==> config.mk <==
export PLATFORM = sky130hd
export DESIGN_NAME = bseq_burst_top
export DESIGN_NICKNAME = d
export VERILOG_FILES = /design/src/rtl/bseq_pkg.sv /design/src/rtl/bseq_count_reg.sv /design/src/rtl/bseq_fsm.sv /design/src/rtl/bseq_datapath.sv /design/src/rtl/bseq_burst_top.sv
export SDC_FILE = /design/constraint.sdc
export NUM_CORES = 1
export LEC_CHECK = 0
export BUFFER_PORTS_ARGS = -buffer_cell sky130_fd_sc_hd__buf_4
export CORE_MARGIN = 4
export CORE_UTILIZATION = 44
export DETAILED_ROUTE_END_ITERATION = 12
export PLACE_DENSITY_LB_ADDON = 0.2
export REMOVE_ABC_BUFFERS = 1
export SLEW_MARGIN = 20
export SYNTH_ARGS = -nofsm -noshare
export SYNTH_HDL_FRONTEND = slang
export SYNTH_SLANG_ARGS = --single-unit
==> constraint.sdc <==
create_clock -name clk -period 3.4 [get_ports clk]
set_clock_uncertainty 0.2 [all_clocks]
set_input_delay 0.51 -clock clk [delete_from_list [all_inputs] [get_ports clk]]
set_output_delay 0.51 -clock clk [all_outputs]
set_load 0.1 [all_outputs]
==> src/rtl/bseq_pkg.sv <==
package bseq_pkg;
  typedef enum logic {
    DIR_WRITE = 1'b0,
    DIR_READ  = 1'b1
  } dir_e;
endpackage

==> src/rtl/bseq_count_reg.sv <==
module bseq_count_reg #(
  parameter int NBYTES = 4,
  localparam int SEL_W = (NBYTES > 1) ? $clog2(NBYTES) : 1,
  localparam int CNT_W = 8 * NBYTES
) (
  input  logic             clk,
  input  logic             rst,
  input  logic             wr_en,
  input  logic [SEL_W-1:0] wr_sel,
  input  logic [7:0]       wr_byte,
  output logic [CNT_W-1:0] count
);
  for (genvar i = 0; i < NBYTES; i++) begin : g_byte
    always_ff @(posedge clk) begin
      if (rst)
        count[8*i +: 8] <= 8'h00;
      else if (wr_en && wr_sel == SEL_W'(i))
        count[8*i +: 8] <= wr_byte;
    end
  end
endmodule

==> src/rtl/bseq_fsm.sv <==
module bseq_fsm
  import bseq_pkg::*;
#(
  parameter int CNT_W = 32,
  parameter int EP_W  = 2
) (
  input  logic             clk,
  input  logic             rst,
  input  logic             trig_valid,
  input  logic [EP_W-1:0]  trig_ep,
  input  dir_e             trig_dir,
  input  logic             trig_word,
  input  logic             ep_empty,
  input  logic             ep_full,
  input  logic             fpga_room,
  input  logic             fpga_pkt_avail,
  input  logic [CNT_W-1:0] load_count,
  output logic             idle_q,
  output logic             xfer_q,
  output dir_e             dir_q,
  output logic             word_q,
  output logic [EP_W-1:0]  ep_q
);
  logic [CNT_W-1:0] remaining_q;
  logic             gate_ok;
  logic             accept;
  logic             expired;

  always_comb begin
    if (trig_dir == DIR_WRITE)
      gate_ok = !ep_empty && fpga_room;
    else
      gate_ok = !ep_full && fpga_pkt_avail;
  end

  assign accept  = idle_q && trig_valid && gate_ok && (load_count != '0);
  assign expired = (remaining_q == CNT_W'(1));

  always_ff @(posedge clk) begin
    if (rst) begin
      idle_q      <= 1'b1;
      xfer_q      <= 1'b0;
      remaining_q <= '0;
      dir_q       <= DIR_WRITE;
      word_q      <= 1'b0;
      ep_q        <= '0;
    end else if (accept) begin
      idle_q      <= 1'b0;
      xfer_q      <= 1'b1;
      remaining_q <= load_count;
      dir_q       <= trig_dir;
      word_q      <= trig_word;
      ep_q        <= trig_ep;
    end else if (xfer_q) begin
      remaining_q <= remaining_q - CNT_W'(1);
      if (expired) begin
        xfer_q <= 1'b0;
        idle_q <= 1'b1;
      end
    end
  end

  AST_IDLE_QUIET: assert property (@(posedge clk) disable iff (rst)
    idle_q |-> !xfer_q);
  AST_COUNT_STEP: assert property (@(posedge clk) disable iff (rst)
    (xfer_q && !expired) |=> (remaining_q == $past(remaining_q) - CNT_W'(1)));
  AST_LAST_XFER: assert property (@(posedge clk) disable iff (rst)
    (xfer_q && expired) |=> idle_q);
  AST_WR_GATE: assert property (@(posedge clk) disable iff (rst)
    (idle_q && trig_valid && trig_dir == DIR_WRITE && (ep_empty || !fpga_room)) |=> idle_q);
  AST_RD_GATE: assert property (@(posedge clk) disable iff (rst)
    (idle_q && trig_valid && trig_dir == DIR_READ && (ep_full || !fpga_pkt_avail)) |=> idle_q);
  AST_BUSY_HOLD: assert property (@(posedge clk) disable iff (rst)
    (!idle_q && trig_valid) |=> ($stable(dir_q) && $stable(ep_q) && $stable(word_q)));
  AST_ZERO_COUNT: assert property (@(posedge clk) disable iff (rst)
    (idle_q && trig_valid && load_count == '0) |=> idle_q);
endmodule

==> src/rtl/bseq_datapath.sv <==
module bseq_datapath
  import bseq_pkg::*;
#(
  parameter int DATA_W = 16
) (
  input  logic              clk,
  input  logic              rst,
  input  logic              xfer,
  input  dir_e              dir,
  input  logic              word,
  input  logic [DATA_W-1:0] ep_rd_data,
  input  logic [DATA_W-1:0] bus_din,
  output logic              wr_strobe,
  output logic              rd_strobe,
  output logic              bus_oe,
  output logic [DATA_W-1:0] bus_dout,
  output logic              ep_pop,
  output logic              ep_push,
  output logic [DATA_W-1:0] ep_wr_data
);
  localparam int BYTE_W = 8;
  logic [DATA_W-1:0] lane_mask;

  if (DATA_W > BYTE_W) begin : g_wide
    assign lane_mask = word ? {DATA_W{1'b1}} : {{(DATA_W-BYTE_W){1'b0}}, {BYTE_W{1'b1}}};
  end else begin : g_narrow
    assign lane_mask = {DATA_W{1'b1}};
  end

  assign wr_strobe  = xfer && (dir == DIR_WRITE);
  assign rd_strobe  = xfer && (dir == DIR_READ);
  assign ep_pop     = wr_strobe;
  assign ep_push    = rd_strobe;
  assign bus_oe     = wr_strobe;
  assign bus_dout   = bus_oe ? (ep_rd_data & lane_mask) : '0;
  assign ep_wr_data = rd_strobe ? (bus_din & lane_mask) : '0;

  AST_ONE_DIRECTION: assert property (@(posedge clk) disable iff (rst)
    !(wr_strobe && rd_strobe));
endmodule

==> src/rtl/bseq_burst_top.sv <==
module bseq_burst_top
  import bseq_pkg::*;
#(
  parameter int DATA_W    = 16,
  parameter int CNT_BYTES = 4,
  parameter int EP_W      = 2,
  localparam int SEL_W    = (CNT_BYTES > 1) ? $clog2(CNT_BYTES) : 1,
  localparam int CNT_W    = 8 * CNT_BYTES
) (
  input  logic              clk,
  input  logic              rst,
  input  logic              cnt_wr_en,
  input  logic [SEL_W-1:0]  cnt_wr_sel,
  input  logic [7:0]        cnt_wr_byte,
  input  logic              trig_valid,
  input  logic [EP_W-1:0]   trig_ep,
  input  logic              trig_dir,
  input  logic              trig_word,
  input  logic              ep_empty,
  input  logic              ep_full,
  input  logic              fpga_room,
  input  logic              fpga_pkt_avail,
  input  logic [DATA_W-1:0] ep_rd_data,
  input  logic [DATA_W-1:0] bus_din,
  output logic              idle,
  output logic [EP_W-1:0]   active_ep,
  output logic              wr_strobe,
  output logic              rd_strobe,
  output logic              bus_oe,
  output logic [DATA_W-1:0] bus_dout,
  output logic              ep_pop,
  output logic              ep_push,
  output logic [DATA_W-1:0] ep_wr_data
);
  logic [CNT_W-1:0] count;
  logic             xfer;
  dir_e             dir_cur;
  dir_e             trig_dir_e;
  logic             word_cur;

  assign trig_dir_e = dir_e'(trig_dir);

  bseq_count_reg #(.NBYTES(CNT_BYTES)) u_count (
    .clk(clk), .rst(rst), .wr_en(cnt_wr_en), .wr_sel(cnt_wr_sel),
    .wr_byte(cnt_wr_byte), .count(count)
  );

  bseq_fsm #(.CNT_W(CNT_W), .EP_W(EP_W)) u_fsm (
    .clk(clk), .rst(rst), .trig_valid(trig_valid), .trig_ep(trig_ep),
    .trig_dir(trig_dir_e), .trig_word(trig_word), .ep_empty(ep_empty),
    .ep_full(ep_full), .fpga_room(fpga_room), .fpga_pkt_avail(fpga_pkt_avail),
    .load_count(count), .idle_q(idle), .xfer_q(xfer), .dir_q(dir_cur),
    .word_q(word_cur), .ep_q(active_ep)
  );

  bseq_datapath #(.DATA_W(DATA_W)) u_dp (
    .clk(clk), .rst(rst), .xfer(xfer), .dir(dir_cur), .word(word_cur),
    .ep_rd_data(ep_rd_data), .bus_din(bus_din), .wr_strobe(wr_strobe),
    .rd_strobe(rd_strobe), .bus_oe(bus_oe), .bus_dout(bus_dout),
    .ep_pop(ep_pop), .ep_push(ep_push), .ep_wr_data(ep_wr_data)
  );

  AST_RESET_IDLE: assert property (@(posedge clk)
    $past(rst) |-> (idle && !wr_strobe && !rd_strobe));
  AST_OE_ONLY_BUSY: assert property (@(posedge clk) disable iff (rst)
    bus_oe |-> !idle);
endmodule

==> results by group <==
Floorplan
  – Vertical die dimension: 96.8 um
  – Row cnt: 32
  – Core area: 7690 sq um
  – Die ar.: 9380 sq um
  – Ports: 94
  – Chip Width: 96.8 um
  – Initial standard-cell utilization of the core: 45.2%

Worst setup path
  – Crit-path leading delay family: simple AND/OR/NAND/NOR gates
  – FF-to-FF Start: u_fsm.xfer_q
  – Largest stage delay, worst path: 0.65 ns
  – Critical path origin: u_fsm.xfer_q
  – Worst EP arrival: 2.25 ns
  – Element type at the critical path start: flip-flop
  – Maximum fanout encountered on the critical timing path: 19
  – Buffers and inverters on the worst path: 2
  – Classification of the worst setup path: reg2out
  – Slowest library cell on the worst path: sky130_fd_sc_hd__nor2_1
  – Req. time, crit path: 2.69 ns
  – Cells along the critical path: inv_1 -> nor2_1 -> and3_1 -> buf_4
  – Kind of end point of the critical path: output pin

Place
  – Post-placement worst setup slack: 0.798 ns
  – DP HPWL: 6570 um
  – Placed cell area: 4210 sq um
  – Final weighted congestion of routability-driven global placement: 0.884
  – Count of input and output buffers: 93
  – Number of placed instances, taps included: 553

STA
  – Fraction of the cycle the final worst path needs: 87.0%
  – Measured slew at the worst slew-check pin: 0.831 ns
  – Highest Clock Rate: 0.338 GHz
  – Final-report setup violation count: 0
  – Final hold viol count: 0
  – Post-Route Hold Slack: 0.192 ns
  – Final critical path time including I/O delays and setup: 2.96 ns
  – Final TNS setup: 0 ns
  – Setup repair after global routing missed its margin: false
  – Fin. max-slew vios: 0
  – Final WS setup: 0.442 ns
  – Worst slew slack as a fraction of its limit: 44.4%

Clock network
  – Worst-case clock buffer depth: 2
  – CTS tree: done
  – Clock latency at the later pin of the worst-skew pair: 0.35 ns
  – Resized cells post-CTS: 0
  – Clock transition at the registers of the reported paths: 0.07 ns
  – Clock H-tree levels: 3
  – Post-CTS Repair Setup Buffers: 0
  – CTS Hold Bufs: 0
  – Clock root cell: sky130_fd_sc_hd__clkbuf_8
  – Num CTS Buffers: 9
  – CTS sink count: 70

Synth
  – Number of enable-type register cells in the synthesized netlist: 0
  – Avg Synthesized Cell Area: 9.02 sq um
  – Library cell occupying the most area in the post-synthesis netlist: sky130_fd_sc_hd__dfxtp_1
  – Number of instances in the synthesized netlist: 385
  – Number of distinct library cells after synthesis: 42
  – Most numerous cell in the Yosys netlist: sky130_fd_sc_hd__nor2_1
  – Top post-synthesis cells by count: 80 x sky130_fd_sc_hd__nor2_1, 70 x sky130_fd_sc_hd__dfxtp_1, 37 x sky130_fd_sc_hd__mux2i_1
  – Seq cells post-synth: 70
  – Top cell type's share of synthesized area: 40.3%
  – Leading cell types by total area after synthesis: sky130_fd_sc_hd__dfxtp_1 40%, sky130_fd_sc_hd__mux2i_1 11%, sky130_fd_sc_hd__nor2_1 8.6%, sky130_fd_sc_hd__a211oi_1 6.3%, sky130_fd_sc_hd__and3_1 4.5%
  – Most frequently used flop master after synthesis: sky130_fd_sc_hd__dfxtp_1
  – Number of warning messages in the yosys log: 0
  – Total standard cell area after synthesis: 3470 sq um
  – Register area share after synthesis: 40.3%
  – Share of synthesized registers carrying an async set or reset: 0%

Power
  – Internal power component: 1.35 mW
  – Maximum VDD drop: 284 uV
  – Clock Power Share: 29.2%
  – Relative contribution of combinational cells to total power: 22.9%
  – Switch Pwr: 630 uW
  – Switching share of power: 31.9%
  – Sequential share of power: 47.9%
  – Power density cells: 452 nW/um^2
  – Leakage component of the power: 2.06 nW

Run
  – Number of maximum-capacitance constraint violations: 0

Cells and area
  – Non-filler instance count after layout: 569
  – Layout Cell Area excl Fill: 4370 sq um
  – Final #Nets: 518
  – Share of layout cells above drive strength 1: 25.7%
  – Layout-stage area growth over the synthesis result: 25.9%
  – Diodes inserted: 0

Drt
  – Average wire per cell in the routed design: 15.7 um
  – Highest metal layer with signal wires: met4
  – Met3 Wirelength: 611 um
  – Wire length on met2: 4060 um
  – Pre-antenna DRT Iters: 4
  – DRC marker count from the first detailed-route iteration: 209
  – Remaining number of nets flagged by the antenna check after routing: 0
  – Total DRC errors in the routed layout: 0
  – Number of vias per cell after detailed routing: 5.30
  – Vias after detailed routing: 3014
  – Met1 routed wirelength after detailed routing: 4140 um
  – Aggregate routed wire length: 8950 um

GRT
  – Maximum number of pins on one net before global-route repair: 71
  – Vias in the first global route: 2842
  – Number of antenna violations at the first check in global routing: 0
  – Global Route Usage Sum: 18.9%
  – Gr ovfl total: 0
  – First-pass GRT wire length: 14700 um

Hold path
  – Hold Path Origin: trig_ep[1]
  – Class of the tightest hold or removal check: in2reg

Run status
  – Outcome: completed
worst register-to-register path, stage by stage, from the launching register on:
cell,delay (ns)
sky130_fd_sc_hd__dfxtp_1,0.61
sky130_fd_sc_hd__nor4b_4,0.43
sky130_fd_sc_hd__nand4_4,0.22
sky130_fd_sc_hd__or4_1,0.47
sky130_fd_sc_hd__xor2_1,0.17
sky130_fd_sc_hd__a211oi_2,0.20
placed cells by master, fill, tap and decap left out, drive strengths merged, types with 3 or more instances in the layout:
cell	netlist	routed
and3	25	25
nand3	5	5
dfxtp	70	70
or4	4	4
inv	5	5
nor3b	3	3
a211oi	30	30
nand4	5	5
buf	11	96
xnor2	15	15
clkbuf	19	12
nand2	9	9
nor2	80	80
nor4	16	16
xor2	15	15
nand4b	4	4
mux2i	37	37
clkinv	0	3
and2	9	9
nor3	4	4
worst paths after layout:
check / end / slack (ns) / cells after the start
hold reg to reg: u_fsm.ep_q[0] / 0.31 / 2
hold / removal: u_fsm.ep_q[1] / 0.19 / 3
setup reg to reg: u_fsm.remaining_q[23] / 1.05 / 5
setup / recovery: bus_dout[9] / 0.44 / 4
final cells by class:
class	instances	area [sq um]
Clock inverter	4	22.5
Fill cell	723	3310
Tap cell	102	128
Sequential cell	70	1400
Clock buffer	12	145
Multi-Input combinational cell	280	1940
Inverter	5	18.8
Timing Repair Buffer	96	721
layer usage:
layer  vias to the layer above  track usage, %
li1                       1518               -
met1                      1387            25.7
met2                        96            29.3
met3                        13            5.19
met4                         0            5.94
met5                         -               0
power groups by stage:
stage	Sequential (mW)	Clock (mW)	Combinational [mW]
global route	0.955	0.627	0.492
global placement	0.960	0	0.448
floorplan	0.959	0	0.306
detailed placement	0.963	0	0.452
CTS	0.945	0.595	0.455
finish	0.946	0.578	0.452
state kept, by name, indices dropped and copies added, names as in the netlist:
name / count
u_count.count: 32
u_fsm.dir_q: 1
u_fsm.word_q: 1
u_fsm.xfer_q: 1
u_fsm.ep_q: 2
u_fsm.remaining_q: 32
u_fsm.idle_q: 1
metrics by stage:
stage	util (%)	power (mW)
after floorplan	-	1.27
after global placement	54.7	1.41
after detailed placement	54.7	1.41
after CTS	56.9	1.99
after global routing	56.9	2.07
final	56.9	1.98
cells by family after synthesis:
group                      synth area share, %
xor gates and xnor gates                  7.57
DFF                                       40.3
adders and majority gates                0.720
AOI/OAI and AO/OA                         8.36
and+or+nand+nor                           28.0
muxes                                     10.7
buffers and inverters                     4.39
No activity file was read; power rests on OpenSTA's default activity.
